File: src/rtl/rbs_pkg.sv
package rbs_pkg;

    localparam int MAG_W    = 12;
    localparam int BYTE_W   = 8;
    localparam int HI_MAG_W = MAG_W - BYTE_W;
    localparam int PAD_W    = BYTE_W - 2 - HI_MAG_W;

    typedef struct packed {
        logic             sign;
        logic             over;
        logic [MAG_W-1:0] mag;
    } result_t;

    typedef enum logic [2:0] {
        ST_IDLE,
        ST_HI_ARM,
        ST_HI_STB,
        ST_HI_HOLD,
        ST_HI_REL,
        ST_LO_STB,
        ST_LO_HOLD,
        ST_LO_REL
    } seq_state_t;

    typedef enum logic [1:0] {
        SEL_NONE,
        SEL_HI,
        SEL_LO
    } byte_sel_t;

    function automatic logic [BYTE_W-1:0] pack_hi(input result_t r);
        return {r.sign, r.over, {PAD_W{1'b0}}, r.mag[MAG_W-1:BYTE_W]};
    endfunction

    function automatic logic [BYTE_W-1:0] pack_lo(input result_t r);
        return r.mag[BYTE_W-1:0];
    endfunction

endpackage

File: src/rtl/rbs_start_ctl.sv
module rbs_start_ctl (
    input  logic clk,
    input  logic rst,
    input  logic mode_i,
    input  logic conv_done_i,
    input  logic idle_i,
    output logic start_o
);
    logic mode_q;
    logic demand_req;
    logic cont_req;

    always_ff @(posedge clk) begin
        if (rst) mode_q <= 1'b0;
        else     mode_q <= mode_i;
    end

    // on demand: first cycle MODE is seen high
    assign demand_req = mode_i & ~mode_q;
    // continuous: MODE already high, new result arrives
    assign cont_req   = mode_i & mode_q & conv_done_i;

    assign start_o = idle_i & (demand_req | cont_req);
endmodule

File: src/rtl/rbs_result_store.sv
module rbs_result_store
    import rbs_pkg::*;
(
    input  logic    clk,
    input  logic    rst,
    input  logic    conv_done_i,
    input  result_t conv_res_i,
    input  logic    load_i,
    output result_t held_o
);
    result_t latest_q;
    result_t held_q;

    always_ff @(posedge clk) begin
        if (rst) begin
            latest_q <= '0;
            held_q   <= '0;
        end else begin
            if (conv_done_i) latest_q <= conv_res_i;
            if (load_i)      held_q   <= conv_done_i ? conv_res_i : latest_q;
        end
    end

    assign held_o = held_q;
endmodule

File: src/rtl/rbs_seq_fsm.sv
module rbs_seq_fsm
    import rbs_pkg::*;
(
    input  logic      clk,
    input  logic      rst,
    input  logic      start_i,
    input  logic      send_i,
    output logic      idle_o,
    output byte_sel_t sel_o,
    output logic      load_n_o
);
    seq_state_t state_q;
    seq_state_t state_d;

    always_comb begin
        state_d = state_q;
        unique case (state_q)
            ST_IDLE:    if (start_i) state_d = ST_HI_ARM;
            ST_HI_ARM:  if (send_i)  state_d = ST_HI_STB;
            ST_HI_STB:               state_d = ST_HI_HOLD;
            ST_HI_HOLD: if (!send_i) state_d = ST_HI_REL;
            ST_HI_REL:  if (send_i)  state_d = ST_LO_STB;
            ST_LO_STB:               state_d = ST_LO_HOLD;
            ST_LO_HOLD: if (!send_i) state_d = ST_LO_REL;
            ST_LO_REL:  if (send_i)  state_d = ST_IDLE;
            default:                 state_d = ST_IDLE;
        endcase
    end

    always_ff @(posedge clk) begin
        if (rst) state_q <= ST_IDLE;
        else     state_q <= state_d;
    end

    always_comb begin
        unique case (state_q)
            ST_HI_ARM, ST_HI_STB, ST_HI_HOLD, ST_HI_REL: sel_o = SEL_HI;
            ST_LO_STB, ST_LO_HOLD, ST_LO_REL:            sel_o = SEL_LO;
            default:                                     sel_o = SEL_NONE;
        endcase
    end

    assign idle_o   = (state_q == ST_IDLE);
    assign load_n_o = !((state_q == ST_HI_STB) || (state_q == ST_LO_STB));
endmodule

File: src/rtl/rbs_byte_drive.sv
module rbs_byte_drive
    import rbs_pkg::*;
(
    input  result_t           held_i,
    input  byte_sel_t         sel_i,
    output logic [BYTE_W-1:0] bus_o,
    output logic              bus_oe_o,
    output logic              hi_en_n_o,
    output logic              lo_en_n_o
);
    always_comb begin
        bus_o     = '0;
        bus_oe_o  = 1'b0;
        hi_en_n_o = 1'b1;
        lo_en_n_o = 1'b1;
        unique case (sel_i)
            SEL_HI: begin
                bus_o     = pack_hi(held_i);
                bus_oe_o  = 1'b1;
                hi_en_n_o = 1'b0;
            end
            SEL_LO: begin
                bus_o     = pack_lo(held_i);
                bus_oe_o  = 1'b1;
                lo_en_n_o = 1'b0;
            end
            default: ;
        endcase
    end
endmodule

File: src/rtl/result_byte_sender.sv
module result_byte_sender
    import rbs_pkg::*;
(
    input  logic              clk,
    input  logic              rst,
    input  logic              mode_i,
    input  logic              send_i,
    input  logic              conv_done_i,
    input  logic              conv_sign_i,
    input  logic              conv_over_i,
    input  logic [MAG_W-1:0]  conv_mag_i,
    output logic [BYTE_W-1:0] bus_o,
    output logic              bus_oe_o,
    output logic              hi_en_n_o,
    output logic              lo_en_n_o,
    output logic              load_n_o
);
    result_t   conv_res;
    result_t   held;
    byte_sel_t sel;
    logic      idle;
    logic      start;

    assign conv_res = '{sign: conv_sign_i, over: conv_over_i, mag: conv_mag_i};

    rbs_start_ctl u_start (
        .clk         (clk),
        .rst         (rst),
        .mode_i      (mode_i),
        .conv_done_i (conv_done_i),
        .idle_i      (idle),
        .start_o     (start)
    );

    rbs_result_store u_store (
        .clk         (clk),
        .rst         (rst),
        .conv_done_i (conv_done_i),
        .conv_res_i  (conv_res),
        .load_i      (start),
        .held_o      (held)
    );

    rbs_seq_fsm u_fsm (
        .clk      (clk),
        .rst      (rst),
        .start_i  (start),
        .send_i   (send_i),
        .idle_o   (idle),
        .sel_o    (sel),
        .load_n_o (load_n_o)
    );

    rbs_byte_drive u_drive (
        .held_i    (held),
        .sel_i     (sel),
        .bus_o     (bus_o),
        .bus_oe_o  (bus_oe_o),
        .hi_en_n_o (hi_en_n_o),
        .lo_en_n_o (lo_en_n_o)
    );
endmodule

File: config.mk
export PLATFORM = sky130hd
export DESIGN_NAME = result_byte_sender
export DESIGN_NICKNAME = d
export VERILOG_FILES = /design/src/rtl/rbs_pkg.sv /design/src/rtl/rbs_start_ctl.sv /design/src/rtl/rbs_result_store.sv /design/src/rtl/rbs_seq_fsm.sv /design/src/rtl/rbs_byte_drive.sv /design/src/rtl/result_byte_sender.sv
export SDC_FILE = /design/constraint.sdc
export NUM_CORES = 1
export LEC_CHECK = 0
export ABC_AREA = 0
export BUFFER_PORTS_ARGS = -buffer_cell sky130_fd_sc_hd__buf_2
export CORE_MARGIN = 2
export CORE_UTILIZATION = 35
export CTS_BUF_LIST = sky130_fd_sc_hd__clkbuf_4
export DETAILED_ROUTE_END_ITERATION = 8
export HOLD_SLACK_MARGIN = 0.05
export PLACE_DENSITY_LB_ADDON = 0.25
export SLEW_MARGIN = 20
export SYNTH_ARGS = -nofsm -noshare
export SYNTH_HDL_FRONTEND = slang
export SYNTH_SLANG_ARGS = --single-unit
File: constraint.sdc
create_clock -name clk -period 4.9 [get_ports clk]
set_input_delay 0.245 -clock clk [delete_from_list [all_inputs] [get_ports clk]]
set_output_delay 0.245 -clock clk [all_outputs]
set_load 0.1 [all_outputs]
# Word-level counts from Yosys, hierarchy flattened
# Index checks and enable logic that the tools add are counted.
# op_classes
mux	13
n_eq_ne	15
bitwise_logic	6
reduce_logical	7
# ops
operator	n
3-bit case mux with 8 select lines	1
3-bit two-way mux	6
8-bit case mux with 2 select lines	1
14-bit two-way mux	1
3-bit equality test (second input constant)	4
2-bit != test (second input constant)	6
3-bit by 2-bit equality test with 1-bit output (second input constant)	2
6-bit AND reduction	1
1-bit AND	4
2-bit case mux with 2 select lines	1
4-bit OR reduction	1
3-bit by 1-bit equality test with 1-bit output (second input constant)	1
3-bit zero test	1
1-bit two-way mux	3
3-bit OR reduction	1
2-bit by 1-bit equality test with 1-bit output (second input constant)	1
2-bit equality test (second input constant)	1
2-bit OR reduction	1
1-bit zero test	1
1-bit logical OR	1
1-bit NOT	1
1-bit bitwise OR	1
# word_totals
ff_bits	32
out_inout_bits	12

# Depth between registers and ports, before layout
# Gate-level depths: netlist of the first run.
# logic_depth
word_depth	6
depth_mapped	9

# By module
# Synthesis of the first run repeated with hierarchy kept, for this count alone.
# unflattened
hier_cells	143
hier_area_um2	1336.3
# by_module_without_submodules
module	seq_area_each_um2	cells_per_inst	n_inst	area_each_um2
rbs_result_store	560.5	92	1	970.9
rbs_seq_fsm	60.1	24	1	185.2
rbs_byte_drive	0.0	22	1	137.6
rbs_start_ctl	20.0	5	1	42.5

# Least setup slack after synthesis of the first run
# Ideal clock, no wire load.
# synth_timing
kind	register -> output
start	register u_fsm.state_q[1]
end	output bus_o[4]
arrival_ps	3265
stages_incl_launch_ff	8
required_ps	4655
slack_ps	1390
path_buffers	0
path_cell_list	dfxtp_1 inv_1 ha_1 or3_2 mux2_2 ha_1 inv_1 and3_1
# synth_via
elab_chain_cells	5
word_cells_on_any_way	13
cone_classes	9 x eq/ne; 2 x mux; 2 x reduce/logical
# synth_rtl
element	line_no	rtl
start: declaration	rbs_seq_fsm.sv:12	seq_state_t state_q;
start signal: assignment	rbs_seq_fsm.sv:32	else state_q <= state_d;
3-bit by 1-bit equality test with 1-bit output, or another cell as far along	rbs_seq_fsm.sv:36	unique case (state_q)
4-bit OR reduction / 3-bit OR reduction (equally long branches)	rbs_seq_fsm.sv:36	
2-bit case mux with 2 select lines *	rbs_seq_fsm.sv:36	
2-bit equality test / 2-bit by 1-bit equality test with 1-bit output (equally long branches)	rbs_byte_drive.sv:16	unique case (sel_i)
8-bit case mux with 2 select lines *	rbs_byte_drive.sv:16	
end: declaration	result_byte_sender.sv:12	output logic [BYTE_W-1:0] bus_o,
# Mark *: on every way between the ends. The rest lies on a longest branch, timed or not.

# Worst setup path after layout of the first run
# layout_timing
start	register u_fsm.state_q[1]
end	output bus_o[5]
# The elaborated chain is that of the path after synthesis.

==> impl_metrics.env, run 1 <==
export IMPL_status="finished clean"
export IMPL_drt_iter0_drc=43
export IMPL_regArea_um2=640.6
export IMPL_hpwl_um=1965
export IMPL_htreeDepth=2
export IMPL_worst_pin_slew_ps=902.3
export IMPL_syn_nets=174
export IMPL_root_buffer="clkbuf_4"
export IMPL_finalCritPeriodShare=0.6467
export IMPL_synth_simple_area_share=0.1601
export IMPL_crit_type="reg -> out"
export IMPL_clk_latency_ps=320
export IMPL_seq_area_frac_synth=0.4555
export IMPL_fmax_mhz=315.6
export IMPL_clkTransAtPathRegs_ps=90
export IMPL_synth_area_leader_cell="dfxtp_1"
export IMPL_antenna_left=0
export IMPL_area_growth_synth_to_final_pct=14.95
export IMPL_synth_most_common_cell="nor2_1"
export IMPL_end_kind="primary output"
export IMPL_crit_path_end="bus_o[5]"
export IMPL_gp_congestion=0.6736
export IMPL_placementRows=23
export IMPL_first_pass_iters=4
export IMPL_antenna_cells=0
export IMPL_finalHoldViolCount=0
export IMPL_drive_gt1_frac=0.2330
export IMPL_cts_sinks=32
export IMPL_numCtsBuffers=5
export IMPL_synth_compound_area_frac=0.1397
export IMPL_setup_viol_count_final=0
export IMPL_overflow=0
export IMPL_cts_buffer_depth=2
export IMPL_wirelength_um=2678
export IMPL_antenna_found_initial=0
export IMPL_synth_adder_area_share=0.05338
export IMPL_setup_slack_ps=1731
export IMPL_rsz0062_at_grt="no"
export IMPL_wl_per_cell_um=11.85
export IMPL_timing_slew_headroom=0.3985
export IMPL_worst_r2r_path_depth=6
export IMPL_wl_met2_um=1276
export IMPL_wl_met1_um=1213
export IMPL_synthDistinctLibCells=27
export IMPL_critPathArrivalTime_ps=2920
export IMPL_post_cts_buffers=0
export IMPL_cp_max_fo=7
export IMPL_synth_edf_count=0
export IMPL_critPathLaunch="u_fsm.state_q[1]$_SDFFE_PP0P_"
export IMPL_synth_area_per_cell_um2=9.439
export IMPL_die_x_um=67.39
export IMPL_grt_pass1_vias=1067
export IMPL_final_core_util=0.4100
export IMPL_fillers=404
export IMPL_startpoint_type="flop"
export IMPL_routed_top_layer="met4"
export IMPL_postSynthCellCount=149
export IMPL_grt_max_degree=35
export IMPL_synth_xor_area_frac=0
export IMPL_maxSlewViolCount=0
export IMPL_met3WireLength_um=152
export IMPL_synth_top_family_by_area="simple AND/OR/NAND/NOR gates"
export IMPL_core_area_um2=3943
export IMPL_cts_hold_buf=0
export IMPL_dr_total_vias=1103
export IMPL_leakagePower_nw=0.7120
export IMPL_finalSetupTns_ps=0
export IMPL_synthTopCellsByCount="nor2_1, dfxtp_1, a211oi_1, mux2i_1, inv_1"
export IMPL_ir_worst_vdd_mv=0.3512
export IMPL_drc=0
export IMPL_skew_ps=7.503
export IMPL_period_minus_slack_ps=3169
export IMPL_cts_tree="built"
export IMPL_io_pins=31
export IMPL_netlist_top_cells_area="dfxtp_1, mux2i_1, nor2_1, a211oi_1, ha_1"
export IMPL_multi_input_area_um2=680.7
export IMPL_reg2reg_setup_slack_ps=2740
export IMPL_nets=200
export IMPL_async_flop_share=0
export IMPL_powerDensity_nw_per_um2=584.6
export IMPL_chipHeight_um=67.39
export IMPL_post_synth_top_area_fraction=0.4555
export IMPL_worst_ep_required_time_ps=4660
export IMPL_synthMuxAreaShare=0.1308
export IMPL_max_cap_viol_count=0
export IMPL_syn_area_um2=1406
export IMPL_dieArea_um2=4541
export IMPL_ys_seq_elements=32
export IMPL_port_buffers=30
export IMPL_grt_usage=0.1339
export IMPL_grt_pass1_wl_um=4505
export IMPL_preCtsSetupSlack_ps=2088
export IMPL_vias_per_cell=4.881
export IMPL_r2r_end="u_fsm.state_q[0]$_SDFFE_PP0P_"
export IMPL_hold_path_class="in -> reg"
export IMPL_start_util=0.3567
export IMPL_ctsResizeCount=0
export IMPL_r2r_start="u_fsm.state_q[0]$_SDFFE_PP0P_"
export IMPL_synth_warnings=0
export IMPL_synth_ff_type="dfxtp_1"
-- how the worst min path moves through the flow --
stage | startpoint | to | cells after the start
4_1_cts | mode_i | u_start.mode_q$_SDFF_PP0_ | 2
3_3_place_gp | u_store.latest_q[5]$_SDFF_PP0_ | u_store.latest_q[5]$_SDFF_PP0_ | 2
5_1_grt | mode_i | u_start.mode_q$_SDFF_PP0_ | 2
6_report | mode_i | u_start.mode_q$_SDFF_PP0_ | 2
3_5_place_dp | u_store.latest_q[5]$_SDFF_PP0_ | u_store.latest_q[5]$_SDFF_PP0_ | 2
2_1_floorplan | mode_i | u_start.mode_q$_SDFF_PP0_ | 1
-- report_power, final --
group | total (mW) | internal [mW] | switching, mW
clock network | 0.148 | 0.0662 | 0.0817
registers | 0.333 | 0.308 | 0.0249
logic | 0.465 | 0.123 | 0.341
total | 0.945 | 0.497 | 0.448
-- metal layers --
metal / GRT usage / vias up
li1: - / 572
met2: 0.2314 / 22
met1: 0.1459 / 503
met5: 0 / -
met3: 0.05833 / 6
met4: 0.04592 / 0
-- registers in the layout (all words and copies together), names as in the netlist --
name	flops
u_start.mode_q	1
u_store.held_o	14
u_fsm.state_q	3
u_store.latest_q	14
-- kinds of logic (layout without fill, tap and decap cells) --
| family | after synthesis | after routing |
|---|---|---|
| buffers and inverters | 18 | 45 |
| flip-flops | 32 | 32 |
| AO/OA/AOI/OAI | 26 | 26 |
| adder cells (fa/ha/maj) | 6 | 6 |
| multiplexers | 17 | 17 |
| AND/OR/NAND/NOR | 50 | 50 |
-- critical path: stages (launching register included) --
cell and delay [ps]:
dfxtp_1 370, inv_1 90, ha_1 230, or3_2 490, mux2_2 290, ha_1 400
inv_1 120, and3_1 170, buf_2 420
-- area by class of cell --
type	count	area share
Sequential cell	32	0.3963
Clock inverter	1	0.002322
Clock buffer	7	0.03251
Tap cell	50	0.03870
Multi-Input combinational cell	99	0.4211
Timing Repair Buffer	30	0.09288
Inverter	7	0.01625
-- cell usage in the layout, fill, tap and decap left out, drive strengths merged, types with 2 or more instances in the layout --
cell type and count:
a211oi 15, a22oi 6, and3 3, buf 30
clkbuf 7, dfxtp 32, ha 6, inv 7
mux2i 15, nor2 37, nor2b 2, o31ai 2
-- through the flow --
stage	instances	hold slack (ps)	power (mW)	cell area [um2]
detailed placement	218	483.2	0.8066	1560
floorplan	149	373.2	0.7261	1406
global route	226	138.0	1.015	1617
global placement	218	477.6	0.7962	1560
finish	226	152.3	0.9451	1617
CTS	226	145.8	0.9577	1617
Note: power is estimated with default switching activity, not from simulation.
==> inputs of run 2 (changes only) <==
Settings changed: ABC_AREA 0 to 1.
Clock period 4.9 ns to 3.32 ns, I/O delays scaled along.
==> run 2 against run 1 <==
  * Synthesized area rose by 9.2%
  * Highest routed layer unchanged
  * Core utilization grew 0.20 points
  * Largest cell class unchanged
  * Global-route usage shrank 0.48 points
  * Clock skew fell by 0.97 ps
==> impl_metrics.env, run 2 <==
export IMPL_ir_worst_vdd_mv=0.2793
export IMPL_drt_iter0_drc=35
export IMPL_postSynthCellCount=217
export IMPL_startpoint_type="flop"
export IMPL_cts_buffer_depth=2
export IMPL_core_area_um2=4294
export IMPL_grt_pass1_wl_um=5043
export IMPL_leakagePower_nw=0.8534
export IMPL_cp_max_fo=9
export IMPL_path_buf_inv=3
export IMPL_synth_most_common_cell="nand2_1"
export IMPL_first_pass_iters=4
export IMPL_worst_pin_slew_ps=487.5
export IMPL_port_buffers=30
export IMPL_post_cts_buffers=0
export IMPL_seq_area_frac_synth=0.4173
export IMPL_overflow=0
export IMPL_antenna_left=0
export IMPL_wl_per_cell_um=10.07
export IMPL_skew_ps=6.531
export IMPL_cp_slowest_cell="buf_2"
export IMPL_syn_nets=242
export IMPL_ctsResizeCount=0
export IMPL_hold_path_class="in -> reg"
export IMPL_synthTopCellsByCount="nand2_1, a21oi_1, dfxtp_1"
export IMPL_numCtsBuffers=5
export IMPL_crit_type="reg -> out"
export IMPL_critPathArrivalTime_ps=2560
export IMPL_critical_path_top_delay_family="simple AND/OR/NAND/NOR gates"
export IMPL_final_common_cell="nand2_1"
export IMPL_root_buffer="clkbuf_4"
export IMPL_nets=270
export IMPL_start_util=0.3575
export IMPL_worst_ep_required_time_ps=3150
export IMPL_synth_area_per_cell_um2=7.075
export IMPL_die_x_um=70.23
export IMPL_grt_pass1_vias=1089
export IMPL_cts_tree="built"
export IMPL_antenna_cells=0
export IMPL_hpwl_um=2236
export IMPL_setup_viol_count_final=0
export IMPL_synthDistinctLibCells=21
export IMPL_period_minus_slack_ps=2726
export IMPL_gp_congestion=0.7708
export IMPL_final_core_util=0.4120
export IMPL_cts_sinks=32
export IMPL_htreeDepth=2
export IMPL_antenna_found_initial=0
export IMPL_syn_area_um2=1535
export IMPL_post_synth_top_area_fraction=0.4173
export IMPL_powerDensity_nw_per_um2=744.9
export IMPL_synth_edf_count=0
export IMPL_timing_slew_headroom=0.6773
export IMPL_max_cap_viol_count=0
export IMPL_vias_per_cell=4.413
export IMPL_placed_area_um2=1689
export IMPL_io_pins=31
export IMPL_finalHoldViolCount=0
export IMPL_placementRows=24
export IMPL_netlist_top_cells_area="dfxtp_1, nand2_1, a21oi_1, inv_1, ha_1"
export IMPL_fmax_mhz=366.8
export IMPL_synth_area_leader_cell="dfxtp_1"
export IMPL_drc=0
export IMPL_finalCritPeriodShare=0.8211
export IMPL_path_cells="inv_1, ha_1, nand2_1, nand2_2, nor3_1, inv_1, ha_1, nor3_1, buf_2"
export IMPL_maxSlewViolCount=0
export IMPL_cts_hold_buf=0
export IMPL_status="finished clean"
export IMPL_clk_latency_ps=330
export IMPL_synth_warnings=0
export IMPL_area_growth_synth_to_final_pct=15.24
export IMPL_wirelength_um=3002
export IMPL_grt_max_degree=29
export IMPL_drive_gt1_frac=0.1829
export IMPL_layout_common_cells="nand2_1, a21oi_1, dfxtp_1"
export IMPL_max_stage_delay_ps=450
export IMPL_fin_area_um2=1769
export IMPL_async_flop_share=0
export IMPL_synth_ff_type="dfxtp_1"
export IMPL_clkTransAtPathRegs_ps=100
export IMPL_grt_usage=0.1291
export IMPL_end_kind="primary output"
export IMPL_ys_seq_elements=32
export IMPL_dr_total_vias=1315
export IMPL_dieArea_um2=4932
export IMPL_chipHeight_um=70.23
export IMPL_rsz0062_at_grt="no"
run 2: changes by cell type in the layout (fill, tap and decap cells not counted), sizes merged, moves of 3 or more:
| cell | delta |
|---|---|
| a22oi | -6 |
| o21ai | +15 |
| inv | +23 |
| nand2 | +67 |
| a21oi | +37 |
| and3 | -3 |
| nor2 | -30 |
| a211oi | -15 |
| mux2i | -15 |
| nand3 | +7 |
run 2: final cells by class:
cell class	count	area [um2]
fill	478	2525
inverter	30	112.6
tap	52	65.06
multi-input combinational	146	720.7
sequential	32	640.6
clock buffer	6	45.04
clock inverter	2	35.03
timing repair buffer	30	150.1
run 2: path summary, 6_finish.rpt:
kind                                   from  cells past startpoint                               to  slack (ps)
min                                  mode_i                      3        u_start.mode_q$_SDFF_PP0_          80
min reg2reg  u_store.held_o[8]$_SDFFE_PP0P_                      2   u_store.held_o[8]$_SDFFE_PP0P_         460
max           u_fsm.state_q[0]$_SDFFE_PP0P_                      9                         bus_o[4]         590
max reg2reg   u_fsm.state_q[1]$_SDFFE_PP0P_                      7  u_store.held_o[11]$_SDFFE_PP0P_        1790
run 2: tightest hold or removal path, stage by stage:
cell	delay, ps
buf_2	130
inv_1	50
nor2_1	30
run 2: where the power goes:
part	internal (mW)	total (mW)	leakage [nW]	switching [mW]
registers	0.440	0.472	0.264	0.0323
clock network	0.166	0.297	0.0456	0.131
logic	0.125	0.548	0.544	0.423
run 2: routing by layer:
layer | wire [um] | vias to the layer above | GRT usage
met3 | 116 | 8 | 0.03319
met4 | 45 | 0 | 0.05983
met1 | 1701 | 536 | 0.1996
li1 | - | 743 | -
met2 | 1138 | 28 | 0.1625
met5 | 0 | - | 0
run 2: per-stage QoR:
step	total power [mW]	setup WS [ps]	hold slack, ps	setup TNS, ps	instances
2_1_floorplan	0.9552	-740.5	273.0	-1481	217
3_5_place_dp	1.035	924.9	427.4	0	290
5_1_grt	1.408	322.5	65.66	0	298
6_report	1.318	593.9	78.18	0	298
3_3_place_gp	1.035	958.3	421.6	0	290
4_1_cts	1.330	559.2	75.78	0	298
run 2: logic make-up (layout without fill, tap and decap cells):
kind of cell    count (synthesis)  count (layout)  synth area share
compound gates                 53              53            0.1801
fa+ha+maj                       6               6           0.04890
buf+inv                        39              68            0.1133
flops                          32              32            0.4173
simple gates                   87              87            0.2404
==> inputs of run 3 (changes only) <==
Clock period 3.32 ns to 2.7 ns, I/O delays scaled along.
==> run 3 against run 2 <==
  * Final cell count increased by 0.34%
  * Wire length increased by 2.4%
  * Design area increased by 6.4%
  * Setup slack got worse by 410 ps
  * Clock power is 22% higher
  * Power is 29% higher
  * Global-route usage up 0.17 points
  * Non-clock buffer count grew 1
  * Die area stayed put
  * First-iteration DRC count up 46%
==> impl_metrics.env, run 3 (synthesis results as in run 2) <==
export IMPL_fmax_mhz=397.1
export IMPL_area_growth_synth_to_final_pct=22.58
export IMPL_powerDensity_nw_per_um2=900.9
export IMPL_cts_buffer_depth=2
export IMPL_regArea_um2=646.9
export IMPL_reg2reg_setup_slack_ps=1140
export IMPL_antenna_cells=0
export IMPL_setup_viol_count_final=0
export IMPL_r2r_start="u_fsm.state_q[1]$_SDFFE_PP0P_"
export IMPL_numCtsBuffers=5
export IMPL_io_pins=31
export IMPL_ir_worst_vdd_mv=0.3213
export IMPL_wirelength_um=3075
export IMPL_layout_common_cells="nand2_1, a21oi_1, dfxtp_1"
export IMPL_chipHeight_um=70.23
export IMPL_nets=271
export IMPL_p_sw_frac=0.4485
export IMPL_startpoint_type="flop"
export IMPL_end_kind="primary output"
export IMPL_hold_path_class="in -> reg"
export IMPL_internal_power_mw=0.9351
export IMPL_drc=0
export IMPL_fin_area_um2=1882
export IMPL_drt_iter0_drc=51
export IMPL_antenna_found_initial=0
export IMPL_max_stage_delay_ps=460
export IMPL_skew_ps=6.253
export IMPL_gp_congestion=0.7418
export IMPL_clk_latency_ps=320
export IMPL_pwr_share_seq=0.347
export IMPL_start_util=0.3575
export IMPL_dieArea_um2=4932
export IMPL_hpwl_um=2311
export IMPL_dr_total_vias=1352
export IMPL_whs_ps=70.86
export IMPL_rsz0062_at_grt="no"
export IMPL_final_common_cell="nand2_1"
export IMPL_first_pass_iters=4
export IMPL_p_comb_frac=0.441
export IMPL_die_x_um=70.23
export IMPL_preCtsSetupSlack_ps=378.6
export IMPL_worst_r2r_path_depth=7
export IMPL_multi_input_area_um2=793.3
export IMPL_path_cells="inv_2, ha_4, nand2_2, nand2_2, nor3_2, inv_1, ha_1, a21oi_1, clkbuf_4"
export IMPL_status="finished clean"
export IMPL_cts_tree="built"
export IMPL_critPathArrivalTime_ps=2380
export IMPL_max_cap_viol_count=0
export IMPL_leakagePower_nw=0.8689
export IMPL_worst_pin_slew_ps=490.0
export IMPL_overflow=0
export IMPL_worst_ep_required_time_ps=2570
export IMPL_fillers=462
export IMPL_instances_no_fill=299
export IMPL_port_buffers=30
export IMPL_maxSlewViolCount=0
export IMPL_crit_path_end="bus_o[6]"
export IMPL_drive_gt1_frac=0.2591
export IMPL_cp_slowest_cell="ha_1"
export IMPL_grt_max_degree=29
export IMPL_cp_max_fo=9
export IMPL_critPathLaunch="u_fsm.state_q[1]$_SDFFE_PP0P_"
export IMPL_netSwitchingPower_mw=0.7603
export IMPL_antenna_left=0
export IMPL_timing_slew_headroom=0.6756
export IMPL_finalCritPeriodShare=0.9327
export IMPL_grt_pass1_vias=1139
export IMPL_vias_per_cell=4.522
export IMPL_htreeDepth=2
export IMPL_setup_slack_ps=181.8
export IMPL_core_area_um2=4294
export IMPL_crit_top_cell="nand2_2"
export IMPL_placed_cells=290
export IMPL_clkTransAtPathRegs_ps=100
export IMPL_r2r_end="u_store.held_o[3]$_SDFFE_PP0P_"
export IMPL_grt_usage=0.1308
export IMPL_period_minus_slack_ps=2518
export IMPL_cts_sinks=32
export IMPL_p_clk_frac=0.213
export IMPL_wl_per_cell_um=10.28
export IMPL_root_buffer="clkbuf_4"
export IMPL_crit_type="reg -> out"
export IMPL_placed_area_um2=1770
export IMPL_grt_pass1_wl_um=5030
export IMPL_placementRows=24
export IMPL_finalHoldViolCount=0
## run 3: critical path, delay by kind of cell, from the launching register on
family,cells,cell delay [ps]
flops,1,370
buf+inv,3,490
simple gates,3,340
fa+ha+maj,2,630
compound gates,1,230
## run 3: how the worst min path moves through the flow
| stage | start | end | cells after the start |
|---|---|---|---|
| after global placement | mode_i | u_start.mode_q$_SDFF_PP0_ | 3 |
| after floorplan | mode_i | u_start.mode_q$_SDFF_PP0_ | 2 |
| after global routing | conv_mag_i[9] | u_store.latest_q[9]$_SDFF_PP0_ | 3 |
| after CTS | conv_mag_i[5] | u_store.latest_q[5]$_SDFF_PP0_ | 3 |
| after detailed placement | mode_i | u_start.mode_q$_SDFF_PP0_ | 3 |
| final | conv_mag_i[4] | u_store.latest_q[4]$_SDFF_PP0_ | 3 |
## run 3: metrics by stage
step / utilization / setup TNS, ps / power, mW
after floorplan: - / -1572 / 1.238
after global placement: 0.4123 / 0 / 1.342
after detailed placement: 0.4123 / 0 / 1.347
after CTS: 0.4333 / 0 / 1.712
after global routing: 0.4382 / 0 / 1.803
final: 0.4382 / 0 / 1.695
## run 3: power groups by stage
stage	Sequential [mW]	Clock, mW	Combinational (mW)
finish	0.588	0.361	0.747
floorplan	0.586	0	0.652
CTS	0.589	0.373	0.750
global placement	0.595	0	0.747
global route	0.596	0.389	0.818
detailed placement	0.599	0	0.748
## run 3: cell type report
class,instances,share of cell area
Clock buffer,6,0.02394
Clock inverter,2,0.01862
Inverter,30,0.06184
Multi-Input combinational cell,146,0.4215
Sequential cell,32,0.3438
Tap cell,52,0.03457
Timing Repair Buffer,31,0.09575
## run 3: timing repair
action,CTS,global route
endpoints found under the hold margin,1,0
hold buffers,1,0
resized for setup,0,9
buffers inserted,0,0
setup endpoints to repair,0,8
## run 3: metal layers
layer,GRT usage,part of all wire,vias to the layer above
met3,0.04185,0.038,4
met2,0.1897,0.44,21
met1,0.1743,0.51,580
met5,0,0,-
li1,-,-,747
met4,0.06410,0.015,0
